===== src/rtl/uart_rx_pkg.sv =====
// Package: shared types for the serial receiver.
// Assumes: data characters are at most 8 bits wide.
package uart_rx_pkg;

    typedef enum logic [2:0] {
        ST_IDLE, ST_START, ST_DATA, ST_PAR, ST_STOP, ST_WAIT_HI
    } rx_state_t;

    typedef struct packed {
        logic       brk;
        logic       fe;
        logic       pe;
        logic [7:0] data;
    } rx_char_t;

    // Interrupt fill level chosen by the 2-bit trigger code.
    function automatic logic [7:0] trig_level(input logic [1:0] code);
        case (code)
            2'b00:   return 8'd1;
            2'b01:   return 8'd4;
            2'b10:   return 8'd8;
            default: return 8'd14;
        endcase
    endfunction

endpackage


===== src/rtl/uart_rx_sync.sv =====
// Module: multi-flop synchronizer for the serial input.
// Assumes: the input idles high, so the flops reset to 1.
module uart_rx_sync #(
    parameter int STAGES = 2
) (
    input  logic clk,
    input  logic rst_n,
    input  logic din,
    output logic dout
);
    logic [STAGES-1:0] chain;

    // Shift the asynchronous level through the flop chain.
    always_ff @(posedge clk) begin
        if (!rst_n) chain <= '1;
        else        chain <= {chain[STAGES-2:0], din};
    end

    assign dout = chain[STAGES-1];
endmodule


===== src/rtl/uart_rx_frame.sv =====
// Module: frame engine. Validates the start bit, samples data, parity and stop
// at bit midpoints on the 16x tick, and emits one character with its flags.
// Assumes: format inputs are stable for the length of a frame.
module uart_rx_frame
    import uart_rx_pkg::*;
(
    input  logic       clk,
    input  logic       rst_n,
    input  logic       tick,
    input  logic       rx,
    input  logic [1:0] wlen,
    input  logic       par_en,
    input  logic [1:0] par_sel,
    output logic       push,
    output rx_char_t   char_o
);
    rx_state_t  state;
    logic [3:0] tcnt;
    logic [2:0] bidx;
    logic [7:0] sr;
    logic       par_bit;
    logic       all_zero;
    logic [2:0] last_idx;
    logic       par_bad;
    logic       mid_bit;

    assign last_idx = 3'd4 + {1'b0, wlen};
    assign mid_bit  = tick && (tcnt == 4'd15);

    // Compare the received parity bit with the selected rule.
    always_comb begin
        case (par_sel)
            2'b00:   par_bad = ~((^sr) ^ par_bit);
            2'b01:   par_bad = (^sr) ^ par_bit;
            2'b10:   par_bad = ~par_bit;
            default: par_bad = par_bit;
        endcase
    end

    // Step through the frame and build the character.
    always_ff @(posedge clk) begin
        if (!rst_n) begin
            state    <= ST_IDLE;
            tcnt     <= '0;
            bidx     <= '0;
            sr       <= '0;
            par_bit  <= 1'b0;
            all_zero <= 1'b0;
            push     <= 1'b0;
            char_o   <= '0;
        end else begin
            push <= 1'b0;
            case (state)
                ST_IDLE: begin
                    if (tick && !rx) begin
                        state <= ST_START;
                        tcnt  <= '0;
                    end
                end
                ST_START: begin
                    if (tick) begin
                        if (tcnt == 4'd7) begin
                            tcnt     <= '0;
                            bidx     <= '0;
                            sr       <= '0;
                            all_zero <= 1'b1;
                            state    <= rx ? ST_IDLE : ST_DATA;
                        end else begin
                            tcnt <= tcnt + 4'd1;
                        end
                    end
                end
                ST_DATA: begin
                    if (mid_bit) begin
                        sr[bidx] <= rx;
                        all_zero <= all_zero & ~rx;
                        tcnt     <= '0;
                        if (bidx == last_idx) state <= par_en ? ST_PAR : ST_STOP;
                        else                  bidx  <= bidx + 3'd1;
                    end else if (tick) begin
                        tcnt <= tcnt + 4'd1;
                    end
                end
                ST_PAR: begin
                    if (mid_bit) begin
                        par_bit  <= rx;
                        all_zero <= all_zero & ~rx;
                        tcnt     <= '0;
                        state    <= ST_STOP;
                    end else if (tick) begin
                        tcnt <= tcnt + 4'd1;
                    end
                end
                ST_STOP: begin
                    if (mid_bit) begin
                        push        <= 1'b1;
                        char_o.data <= sr;
                        char_o.pe   <= par_en & par_bad;
                        char_o.fe   <= ~rx;
                        char_o.brk  <= all_zero & ~rx;
                        tcnt        <= '0;
                        state       <= rx ? ST_IDLE : ST_WAIT_HI;
                    end else if (tick) begin
                        tcnt <= tcnt + 4'd1;
                    end
                end
                ST_WAIT_HI: begin
                    if (rx) state <= ST_IDLE;
                end
                default: state <= ST_IDLE;
            endcase
        end
    end

    // A start bit high again at its midpoint must abandon the frame.
    p_start_reject_r2: assert property (@(posedge clk) disable iff (!rst_n)
        (state == ST_START && tick && tcnt == 4'd7 && rx) |=> (state == ST_IDLE));

    // A break character must also carry the framing flag and zero data.
    p_break_fe_r7: assert property (@(posedge clk) disable iff (!rst_n)
        (push && char_o.brk) |-> (char_o.fe && char_o.data == 8'h00));

    // 5-bit words leave the top three bits zero.
    p_pad_zero_r4: assert property (@(posedge clk) disable iff (!rst_n)
        (push && wlen == 2'b00) |-> (char_o.data[7:5] == 3'b000));

    // While waiting for the line to rise, no new frame starts.
    p_wait_high_r7: assert property (@(posedge clk) disable iff (!rst_n)
        (state == ST_WAIT_HI && !rx) |=> (state == ST_WAIT_HI));
endmodule


===== src/rtl/uart_rx_fifo.sv =====
// Module: receive queue holding each character with its error flags,
// plus a running count of stored entries that carry an error.
// Assumes: DEPTH is a power of two; a push into a full queue is dropped.
module uart_rx_fifo
    import uart_rx_pkg::*;
#(
    parameter int DEPTH = 16,
    localparam int AW   = $clog2(DEPTH),
    localparam int CW   = AW + 1
) (
    input  logic          clk,
    input  logic          rst_n,
    input  logic          clr,
    input  logic          push,
    input  rx_char_t      din,
    input  logic          pop,
    output rx_char_t      dout,
    output logic [CW-1:0] count,
    output logic          empty,
    output logic          err_any,
    output logic          ovf
);
    rx_char_t      mem [DEPTH];
    logic [AW-1:0] wp, rp;
    logic [CW-1:0] errcnt;
    logic          full, do_push, do_pop, in_err, out_err;

    assign full    = (count == CW'(DEPTH));
    assign empty   = (count == '0);
    assign do_push = push && !full && !clr;
    assign do_pop  = pop && !empty && !clr;
    assign ovf     = push && full && !clr;
    assign dout    = mem[rp];
    assign in_err  = din.pe | din.fe | din.brk;
    assign out_err = dout.pe | dout.fe | dout.brk;
    assign err_any = (errcnt != '0);

    // Write the arriving character into its slot.
    always_ff @(posedge clk) begin
        if (do_push) mem[wp] <= din;
    end

    // Track pointers, fill level and the count of erroneous entries.
    always_ff @(posedge clk) begin
        if (!rst_n || clr) begin
            wp     <= '0;
            rp     <= '0;
            count  <= '0;
            errcnt <= '0;
        end else begin
            if (do_push) wp <= wp + 1'b1;
            if (do_pop)  rp <= rp + 1'b1;
            count  <= count + CW'(do_push) - CW'(do_pop);
            errcnt <= errcnt + CW'(do_push & in_err) - CW'(do_pop & out_err);
        end
    end

    p_no_overflow_r9: assert property (@(posedge clk) disable iff (!rst_n)
        count <= CW'(DEPTH));

    // A push into a full queue must not change the fill.
    p_full_drop_r9: assert property (@(posedge clk) disable iff (!rst_n)
        (push && full && !pop && !clr) |=> (count == CW'(DEPTH)));

    p_clear_empty_r11: assert property (@(posedge clk) disable iff (!rst_n)
        clr |=> (count == '0 && errcnt == '0));

    p_pop_empty_r3: assert property (@(posedge clk) disable iff (!rst_n)
        (pop && empty && !push) |=> (count == '0));

    p_errcnt_bound_r8: assert property (@(posedge clk) disable iff (!rst_n)
        errcnt <= count);
endmodule


===== src/rtl/uart_rx_lsr.sv =====
// Module: top of the serial receiver. Joins synchronizer, frame engine and
// queue, and forms the status word, overrun flag and fill-level interrupt.
// Assumes: tick16 pulses for one clock at 16x the bit rate.
module uart_rx_lsr
    import uart_rx_pkg::*;
#(
    parameter int DEPTH       = 16,
    parameter int SYNC_STAGES = 2,
    localparam int CW         = $clog2(DEPTH) + 1
) (
    input  logic       clk,
    input  logic       rst_n,
    input  logic       tick16,
    input  logic       rx_i,
    input  logic [1:0] cfg_wlen,
    input  logic       cfg_par_en,
    input  logic [1:0] cfg_par_sel,
    input  logic [1:0] cfg_trig,
    input  logic       fifo_clr,
    input  logic       rd_en,
    input  logic       stat_rd,
    output logic [7:0] rd_data,
    output logic [7:0] status,
    output logic       irq_o
);
    logic          rx_s, push, empty, err_any, ovf, ovr_flag;
    rx_char_t      new_char, head;
    logic [CW-1:0] count;

    uart_rx_sync #(.STAGES(SYNC_STAGES)) u_sync (
        .clk(clk), .rst_n(rst_n), .din(rx_i), .dout(rx_s)
    );

    uart_rx_frame u_frame (
        .clk(clk), .rst_n(rst_n), .tick(tick16), .rx(rx_s),
        .wlen(cfg_wlen), .par_en(cfg_par_en), .par_sel(cfg_par_sel),
        .push(push), .char_o(new_char)
    );

    uart_rx_fifo #(.DEPTH(DEPTH)) u_fifo (
        .clk(clk), .rst_n(rst_n), .clr(fifo_clr), .push(push), .din(new_char),
        .pop(rd_en), .dout(head), .count(count), .empty(empty),
        .err_any(err_any), .ovf(ovf)
    );

    // Hold the overrun flag until the status word is consumed.
    always_ff @(posedge clk) begin
        if (!rst_n)       ovr_flag <= 1'b0;
        else if (ovf)     ovr_flag <= 1'b1;
        else if (stat_rd) ovr_flag <= 1'b0;
    end

    // Assemble the status word and the head data from the queue head.
    always_comb begin
        rd_data = empty ? 8'h00 : head.data;
        status  = {err_any, 2'b00,
                   ~empty & head.brk, ~empty & head.fe, ~empty & head.pe,
                   ovr_flag, ~empty};
    end

    // Raise the interrupt at or above the selected fill.
    always_comb irq_o = (32'(count) >= 32'(trig_level(cfg_trig)));

    p_irq_ready_r10: assert property (@(posedge clk) disable iff (!rst_n)
        irq_o |-> status[0]);

    p_err_summary_r8: assert property (@(posedge clk) disable iff (!rst_n)
        (status[2] | status[3] | status[4]) |-> status[7]);

    p_ovr_clear_r9: assert property (@(posedge clk) disable iff (!rst_n)
        (stat_rd && !ovf) |=> !status[1]);

    p_ovr_set_r9: assert property (@(posedge clk) disable iff (!rst_n)
        ovf |=> status[1]);

    p_reserved_r1: assert property (@(posedge clk) disable iff (!rst_n)
        status[6:5] == 2'b00);
endmodule


===== config.mk =====
export PLATFORM = sky130hd
export DESIGN_NAME = uart_rx_lsr
export DESIGN_NICKNAME = d
export VERILOG_FILES = /design/src/rtl/uart_rx_pkg.sv /design/src/rtl/uart_rx_sync.sv /design/src/rtl/uart_rx_frame.sv /design/src/rtl/uart_rx_fifo.sv /design/src/rtl/uart_rx_lsr.sv
export SDC_FILE = /design/constraint.sdc
export NUM_CORES = 1
export LEC_CHECK = 0
export CAP_MARGIN = 20
export CORE_ASPECT_RATIO = 1.4
export CORE_MARGIN = 3
export CORE_UTILIZATION = 57
export CTS_CLUSTER_DIAMETER = 80
export DETAILED_ROUTE_END_ITERATION = 10
export DONT_BUFFER_PORTS = 1
export HOLD_SLACK_MARGIN = 0.1
export PLACE_DENSITY = 0.86
export RECOVER_POWER = 50
export SYNTH_ARGS = -nofsm -noshare
export SYNTH_HDL_FRONTEND = slang
export SYNTH_SLANG_ARGS = --single-unit

===== constraint.sdc =====
create_clock -name clk -period 3.5 [get_ports clk]
set_input_delay 0 -clock clk [delete_from_list [all_inputs] [get_ports clk]]
set_output_delay 0 -clock clk [all_outputs]
set_load 0.01 [all_outputs]

==> flow_summary.json, run 1 <==
{
  "status": "completed",
  "slew_headroom_pct": 11.6,
  "drt_wl_total_um": 21300,
  "path_cells": "buf_12 -> mux4_2 -> a22oi_1 -> nand3_1 -> o31a_1 -> ha_1 -> inv_1 -> ha_2 -> fa_2 -> a21oi_2 -> nor2_1 -> or3_1 -> a21oi_2",
  "holdPathEnd": "ovr_flag",
  "period_needed_ps": 3410,
  "setup_ws_ps": 91.9,
  "ff2ff_setup_slack_ps": 90,
  "synth-seq-area-share_pct": 65.2,
  "crit_buf_inv": 2,
  "slowest_delay_ps": 490,
  "synth_compound_area_share_pct": 4.85,
  "crit_type": "reg2reg",
  "synth_edf_count": 176,
  "dieWidth_um": 117,
  "drt_iter0_markers": 593,
  "ys_warn_count": 0,
  "ys_seq_elements": 233,
  "synth-adder-area-share_pct": 3.33,
  "rr_worst_depth": 13,
  "hold_ws_ps": 126,
  "hp-class": "in2reg",
  "dieHeight_um": 162,
  "synth_most_common_cell": "edfxtp_1",
  "port_buffers": 0,
  "drive_gt1_share_pct": 19.7,
  "synth_flop_cell": "edfxtp_1",
  "worst_slew_pin_slew_ps": 1320,
  "multi_input_area_um2": 3200,
  "numClockSinks": 233,
  "whs_path_depth": 2,
  "ys_types": 50,
  "final_hold_viol_count": 0,
  "async_flop_share_pct": 0,
  "powerDensity_nw_per_um2": 499,
  "antenna_found_initial": 0,
  "synth_cells": 650,
  "gp_congestion": 0.894,
  "fin_nets": 736,
  "min_from": "rst_n",
  "synthSimpleGateAreaFrac_pct": 8.37,
  "grt_use_total_pct": 23.1,
  "die_area_um2": 18900,
  "cts_tree": "yes",
  "place_ws_ps": -128,
  "cp.depth": 13,
  "crit_required_ps": 3920,
  "rows": 56,
  "max_clock_freq_ghz": 0.293,
  "rsz0062_at_grt": "true",
  "grt_pass1_vias": 5879,
  "synth_area_leader_cell": "edfxtp_1",
  "setup_viol": 0,
  "crit_fanout": 8,
  "io_pins": 31,
  "synthTopCellsByCount": "edfxtp_1, dfxtp_1, nor2_1, mux4_2, nand2_1",
  "htree_levels": 1,
  "cts_buffer_depth": 3,
  "gr-total-overflow": 0,
  "startpoint_type": "flop",
  "grt_first_pass_wirelength_um": 33100,
  "start_util_pct": 58.3,
  "synth_area_per_cell_um2": 15.2,
  "numCtsBuffers": 21,
  "num_vias": 5816,
  "ir_worst_vdd_v": 0.000354,
  "clk_pin_slew_worst_paths_ps": 70,
  "p_leak_nw": 4.25,
  "r2r_end": "u_fifo.errcnt[4]",
  "path_delay_family": "compound AO/OA/AOI/OAI gates",
  "wl_per_cell_um": 22.6,
  "skew_ps": 10.4,
  "endpoint_kind": "flop",
  "crit_top_cell": "a21oi_2",
  "synth-xor-area-share_pct": 2.13,
  "ant_nets": 0,
  "core_area_um2": 16900,
  "dr.pass1.iters": 5,
  "clock_latency_ps": 490,
  "clock-root-buffer": "clkbuf_16",
  "syn_to_final_growth_pct": 13.3,
  "worstPathArrival_ps": 3820,
  "drc": 0,
  "crit_slowest_cell": "mux4_2",
  "cap_violations": 0,
  "synthTopCellsByArea": "edfxtp_1, mux4_2, dfxtp_1, ha_1, nor2_1",
  "finalCritPeriodShare_pct": 97.4,
  "drv_slew": 0,
  "regArea_um2": 6430,
  "muxShareOfSynthArea_pct": 13.3,
  "diodes": 0,
  "synth_area_um2": 9850,
  "via_per_inst": 6.17,
  "power.total_w": 0.00557,
  "grt_max_degree": 31,
  "synth_top_family_by_area": "multiplexers",
  "fin_tns_setup_ps": 0,
  "synth_top_area_share_pct": 53.7,
  "dp_hpwl_um": 13600,
  "num-fill-cells": 1100
}
## layer usage
layer / vias to the layer above / track usage, % / share of wire [%]
li1: 2560 / - / -
met1: 2922 / 29.9 / 36
met2: 278 / 40.9 / 54
met3: 56 / 2.70 / 6.6
met4: 0 / 6.68 / 3.0
met5: - / 0 / 0
## timing repair
action | 4_1_cts | 5_1_grt
buffers inserted | 0 | 5
endpoints found under the setup margin | 1 | 2
pin swaps | 2 | 7
endpoints found under the hold margin | 45 | 0
resized for setup | 6 | 12
hold buffers | 15 | 0
## kinds of logic after synthesis
kind of cell	count (synthesis)
flops	233
other cells	1
simple gates	164
buf+inv	60
mux	65
compound gates	78
fa+ha+maj	25
xor+xnor	24
## cell type report
type | instances | area share (%)
clock inverters | 5 | 0.695
repair buffers | 58 | 4.32
clock buffers | 32 | 5.26
flip-flops and latches | 233 | 57.6
well taps | 232 | 2.60
inverters | 25 | 0.841
multi-input cells | 358 | 28.6
## cells in the final DEF (no fill, tap or decap), drive strengths merged, types with 11 or more instances in the layout
master and instances:
o21ai 18, mux4 53, and2 11, inv 24, a21oi 29, ha 23, nand2 32, clkbuf 34
dfxtp 57, edfxtp 176, dlygate4sd3 15, xnor2 16, buf 41, nand3 12, mux2i 12, nor2 57
## metrics by stage
step | cell area, µm² | instances | utilization (%)
2_1_floorplan | 9850 | 651 | -
3_3_place_gp | 10300 | 886 | 60.8
3_5_place_dp | 10300 | 886 | 60.8
4_1_cts | 11100 | 938 | 65.7
5_1_grt | 11200 | 943 | 66.1
6_report | 11200 | 943 | 66.1
## power by group
group | switching, W | internal, W
clock network | 0.000929 | 0.00130
registers | 0.0000489 | 0.00295
logic | 0.000195 | 0.000143
## registers in the layout, indices dropped and copies added, names as in the netlist, named ones only
| name | cells |
|---|---|
| u_frame.all_zero | 1 |
| u_fifo.rp | 4 |
| u_frame.state | 3 |
| u_frame.bidx | 3 |
| u_frame.tcnt | 4 |
| u_fifo.mem | 176 |
| u_fifo.count | 5 |
| u_fifo.wp | 4 |
| u_frame.par_bit | 1 |
| u_frame.push | 1 |
| u_fifo.errcnt | 5 |
| ovr_flag | 1 |
| u_sync.chain | 2 |
| u_frame.char_o | 11 |
| u_frame.sr | 8 |
## worst register-to-register path: stages, from the launching register on
cell and delay (ps):
dfxtp_4 420, buf_12 140, mux4_2 500, a22oi_1 290, nand3_1 120, o31a_1 340, ha_1 290, inv_1 40
ha_2 180, fa_2 350, a21oi_2 120, nor2_1 50, or3_1 370, a21oi_2 130
## worst max-delay path by stage
stage / to / slack [ps] / from
6_report: u_fifo.errcnt[4] / 90 / flop
5_1_grt: u_fifo.errcnt[4] / -20 / flop
4_1_cts: u_fifo.errcnt[4] / 30 / flop
3_5_place_dp: u_fifo.errcnt[4] / -130 / flop
3_3_place_gp: u_fifo.errcnt[4] / 10 / flop
2_1_floorplan: u_fifo.errcnt[4] / 50 / flop
Power figures use the tool's default switching activity.
==> inputs of run 2 (changes only) <==
CORE_UTILIZATION = 30   (was 57)
PLACE_DENSITY = 0.56   (was 0.86)
SYNTH_HIERARCHICAL = 1   (was default)
==> run 2 against run 1 <==
  * Highest routed layer unchanged
  * Final cell count grew 22%
  * Register-to-register slack gained 98 ps
  * Wire length shrank 1.3%
  * Global-route usage shrank 11 points
  * Final area grew 2.4%
  * Sequential share of layout area shrank 1.4 points
  * Critical endpoint is now u_fifo/errcnt[4]
  * Power shrank 0.57%
  * Clock power grew 9%
  * Sequential power shrank 2%
  * Worst hold slack gained 6.5 ps
==> flow_summary.json, run 2 <==
{
  "drt_wl_total_um": 21100,
  "numCtsBuffers": 22,
  "dieWidth_um": 160,
  "cap_violations": 0,
  "synth_edf_count": 176,
  "ys_seq_elements": 233,
  "async_flop_share_pct": 0,
  "num_vias": 5408,
  "endpoint_kind": "flop",
  "synth_area_per_cell_um2": 15.1,
  "crit_buf_inv": 1,
  "numClockSinks": 233,
  "stdcell_area_um2": 11400,
  "power.total_w": 0.00554,
  "synth_cells": 660,
  "dieHeight_um": 222,
  "layout_common_cells": "edfxtp_1, dfxtp_1, nor2_1",
  "clock-root-buffer": "clkbuf_16",
  "grt_use_total_pct": 12.0,
  "grt_busiest_layer": "met2",
  "ys_types": 64,
  "hold_ws_ps": 133,
  "wl_per_cell_um": 18.3,
  "fin_tns_setup_ps": 0,
  "grt_max_degree": 33,
  "stdcell_count": 1151,
  "p_sw_w": 0.00109,
  "synthSimpleGateAreaFrac_pct": 8.99,
  "fin_nets": 734,
  "crit_slowest_cell": "mux4_1",
  "gp_congestion": 0.746,
  "synth_area_leader_cell": "edfxtp_1",
  "dr.pass1.iters": 5,
  "largest-register": "u_fifo/mem",
  "r2r_end": "u_fifo/errcnt[4]",
  "path_delay_family": "adder cells",
  "power_frac_clock_pct": 43.8,
  "crit_required_ps": 3920,
  "synth-xor-area-share_pct": 2.00,
  "ant_nets": 0,
  "clk_pin_slew_worst_paths_ps": 60,
  "grt_use_met2_pct": 23.3,
  "drt_iter0_markers": 246,
  "cp.depth": 12,
  "synth_flop_cell": "edfxtp_1",
  "rsz0062_at_grt": "false",
  "clock_latency_ps": 510,
  "internal_power_w": 0.00444,
  "grt_first_pass_wirelength_um": 33500,
  "synth-seq-area-share_pct": 64.5,
  "crit_path_end": "u_fifo/errcnt[4]",
  "globalRouteMet1Util_pct": 13.8,
  "ys_warn_count": 6,
  "startpoint_type": "flop",
  "synth_top_family_by_area": "multiplexers",
  "start_util_pct": 30.6,
  "setup_viol": 0,
  "cts_buffer_depth": 3,
  "p_leak_nw": 4.22,
  "htree_levels": 1,
  "final_hold_viol_count": 0,
  "dpl.cell_count": 1095,
  "rows": 78,
  "hp-class": "in2reg",
  "finalCritPeriodShare_pct": 94.6,
  "crit_type": "reg2reg",
  "dp_hpwl_um": 13900,
  "cts_tree": "yes",
  "synth-adder-area-share_pct": 3.29,
  "status": "completed",
  "largest_register_ffs": 176,
  "drv_slew": 0,
  "slew_headroom_pct": 31.4,
  "whs_path_depth": 2,
  "skew_ps": 12.4,
  "muxShareOfSynthArea_pct": 12.7,
  "ir_worst_vdd_v": 0.000280,
  "drc": 0,
  "synth_compound_area_share_pct": 5.12,
  "core_area_um2": 32600,
  "ff2ff_setup_slack_ps": 190,
  "drive_gt1_share_pct": 16.7,
  "synth_area_um2": 9960,
  "syn_to_final_growth_pct": 14.7,
  "die_area_um2": 35500,
  "antenna_found_initial": 0,
  "synthTopCellsByArea": "edfxtp_1, dfxtp_1, mux4_2, mux4_1, ha_1",
  "port_buffers": 0,
  "period_needed_ps": 3310,
  "crit_fanout": 8,
  "comb_power_share_pct": 3.0,
  "p_sw_share_pct": 19.7,
  "synth_most_common_cell": "edfxtp_1",
  "slowest_delay_ps": 590,
  "max_clock_freq_ghz": 0.302,
  "worstPathArrival_ps": 3730,
  "io_pins": 31,
  "worst_slew_pin_slew_ps": 1030,
  "rr_worst_depth": 12,
  "path_cells": "mux4_1 -> a22oi_2 -> nand3_1 -> o31a_1 -> ha_1 -> inv_1 -> ha_1 -> fa_2 -> a21oi_1 -> nor2_1 -> or3_1 -> a21oi_1",
  "layout_commonest_cell": "edfxtp_1",
  "gr-total-overflow": 0,
  "postPlaceCellArea_um2": 10600,
  "powerDensity_nw_per_um2": 484,
  "grt_pass1_vias": 5658,
  "synth_top_area_share_pct": 53.1,
  "reg_top3": "u_fifo/mem (176), u_frame/char_o (11), u_frame/sr (8)",
  "power_frac_seq_pct": 53.3,
  "via_per_inst": 4.70,
  "synthTopCellsByCount": "edfxtp_1, dfxtp_1, nor2_1, nand2_1, mux4_2",
  "grt_use_met3_pct": 1.59,
  "diodes": 0
}
[run 2: cell count changes in the layout (fill, tap and decap cells not counted), sizes merged, moves of 5 or more]
cell / before / now
buf: 41 / 26
nand2: 32 / 45
nor2: 57 / 45
a21oi: 29 / 40
and2: 11 / 1
and2b: 0 / 7
mux2i: 12 / 5
and3: 9 / 3
inv: 24 / 30
nor2b: 5 / 10
[run 2: area by class of cell]
type,count,area [µm²]
Clock buffer,33,686
Clock inverter,7,65.1
Sequential cell,233,6430
Multi-Input combinational cell,363,3210
Inverter,30,113
Tap cell,440,551
Timing Repair Buffer,45,373
Fill cell,3175,21200
[run 2: power groups by stage]
stage	Combinational (W)	Clock [W]	Sequential, W
after floorplan	0.000132	0	0.00300
after global placement	0.000160	0	0.00301
after detailed placement	0.000161	0	0.00301
after CTS	0.000175	0.00250	0.00295
after global routing	0.000188	0.00262	0.00295
final	0.000164	0.00242	0.00295
[run 2: kinds of logic after synthesis]
logic type,Yosys count
adder cells (fa/ha/maj),25
XOR/XNOR,21
AND/OR/NAND/NOR,173
AO/OA/AOI/OAI,85
other,1
flip-flops,233
buffers and inverters,65
multiplexers,57
[run 2: worst min path at each step]
stage                from         endpoint  slack [ps]
floorplan           rst_n  u_sync/chain[1]          70
global route         rx_i  u_sync/chain[0]         140
finish               rx_i  u_sync/chain[0]         130
detailed placement  rst_n  u_sync/chain[1]          80
global placement    rst_n  u_sync/chain[1]          80
CTS                  rx_i  u_sync/chain[0]         110
[run 2: repair_timing]
action | 4_1_cts | 5_1_grt
hold buffers | 15 | 0
endpoints found under the hold margin | 33 | 0
setup endpoints to repair | 0 | 1
gates resized for setup | 0 | 4
setup buffers | 0 | 1
[run 2: worst reg2reg max path, stage by stage, from the launching register on]
cell and delay (ps):
dfxtp_4 440, mux4_1 590, a22oi_2 180, nand3_1 100, o31a_1 330, ha_1 270, inv_1 40, ha_1 220
fa_2 360, a21oi_1 140, nor2_1 60, or3_1 350, a21oi_1 150
[run 2: routing by layer]
layer  up-vias  share of wire, %
met1      2745                39
met2        74                56
li1       2569                 -
met5         -                 0
met3        20               3.2
met4         0               1.6
[run 2: metrics by stage]
stage	util, %	setup WS, ps
floorplan	-	342
global placement	32.4	55.3
detailed placement	32.4	40.1
CTS	35.1	19.0
global route	35.1	21.9
finish	35.1	190
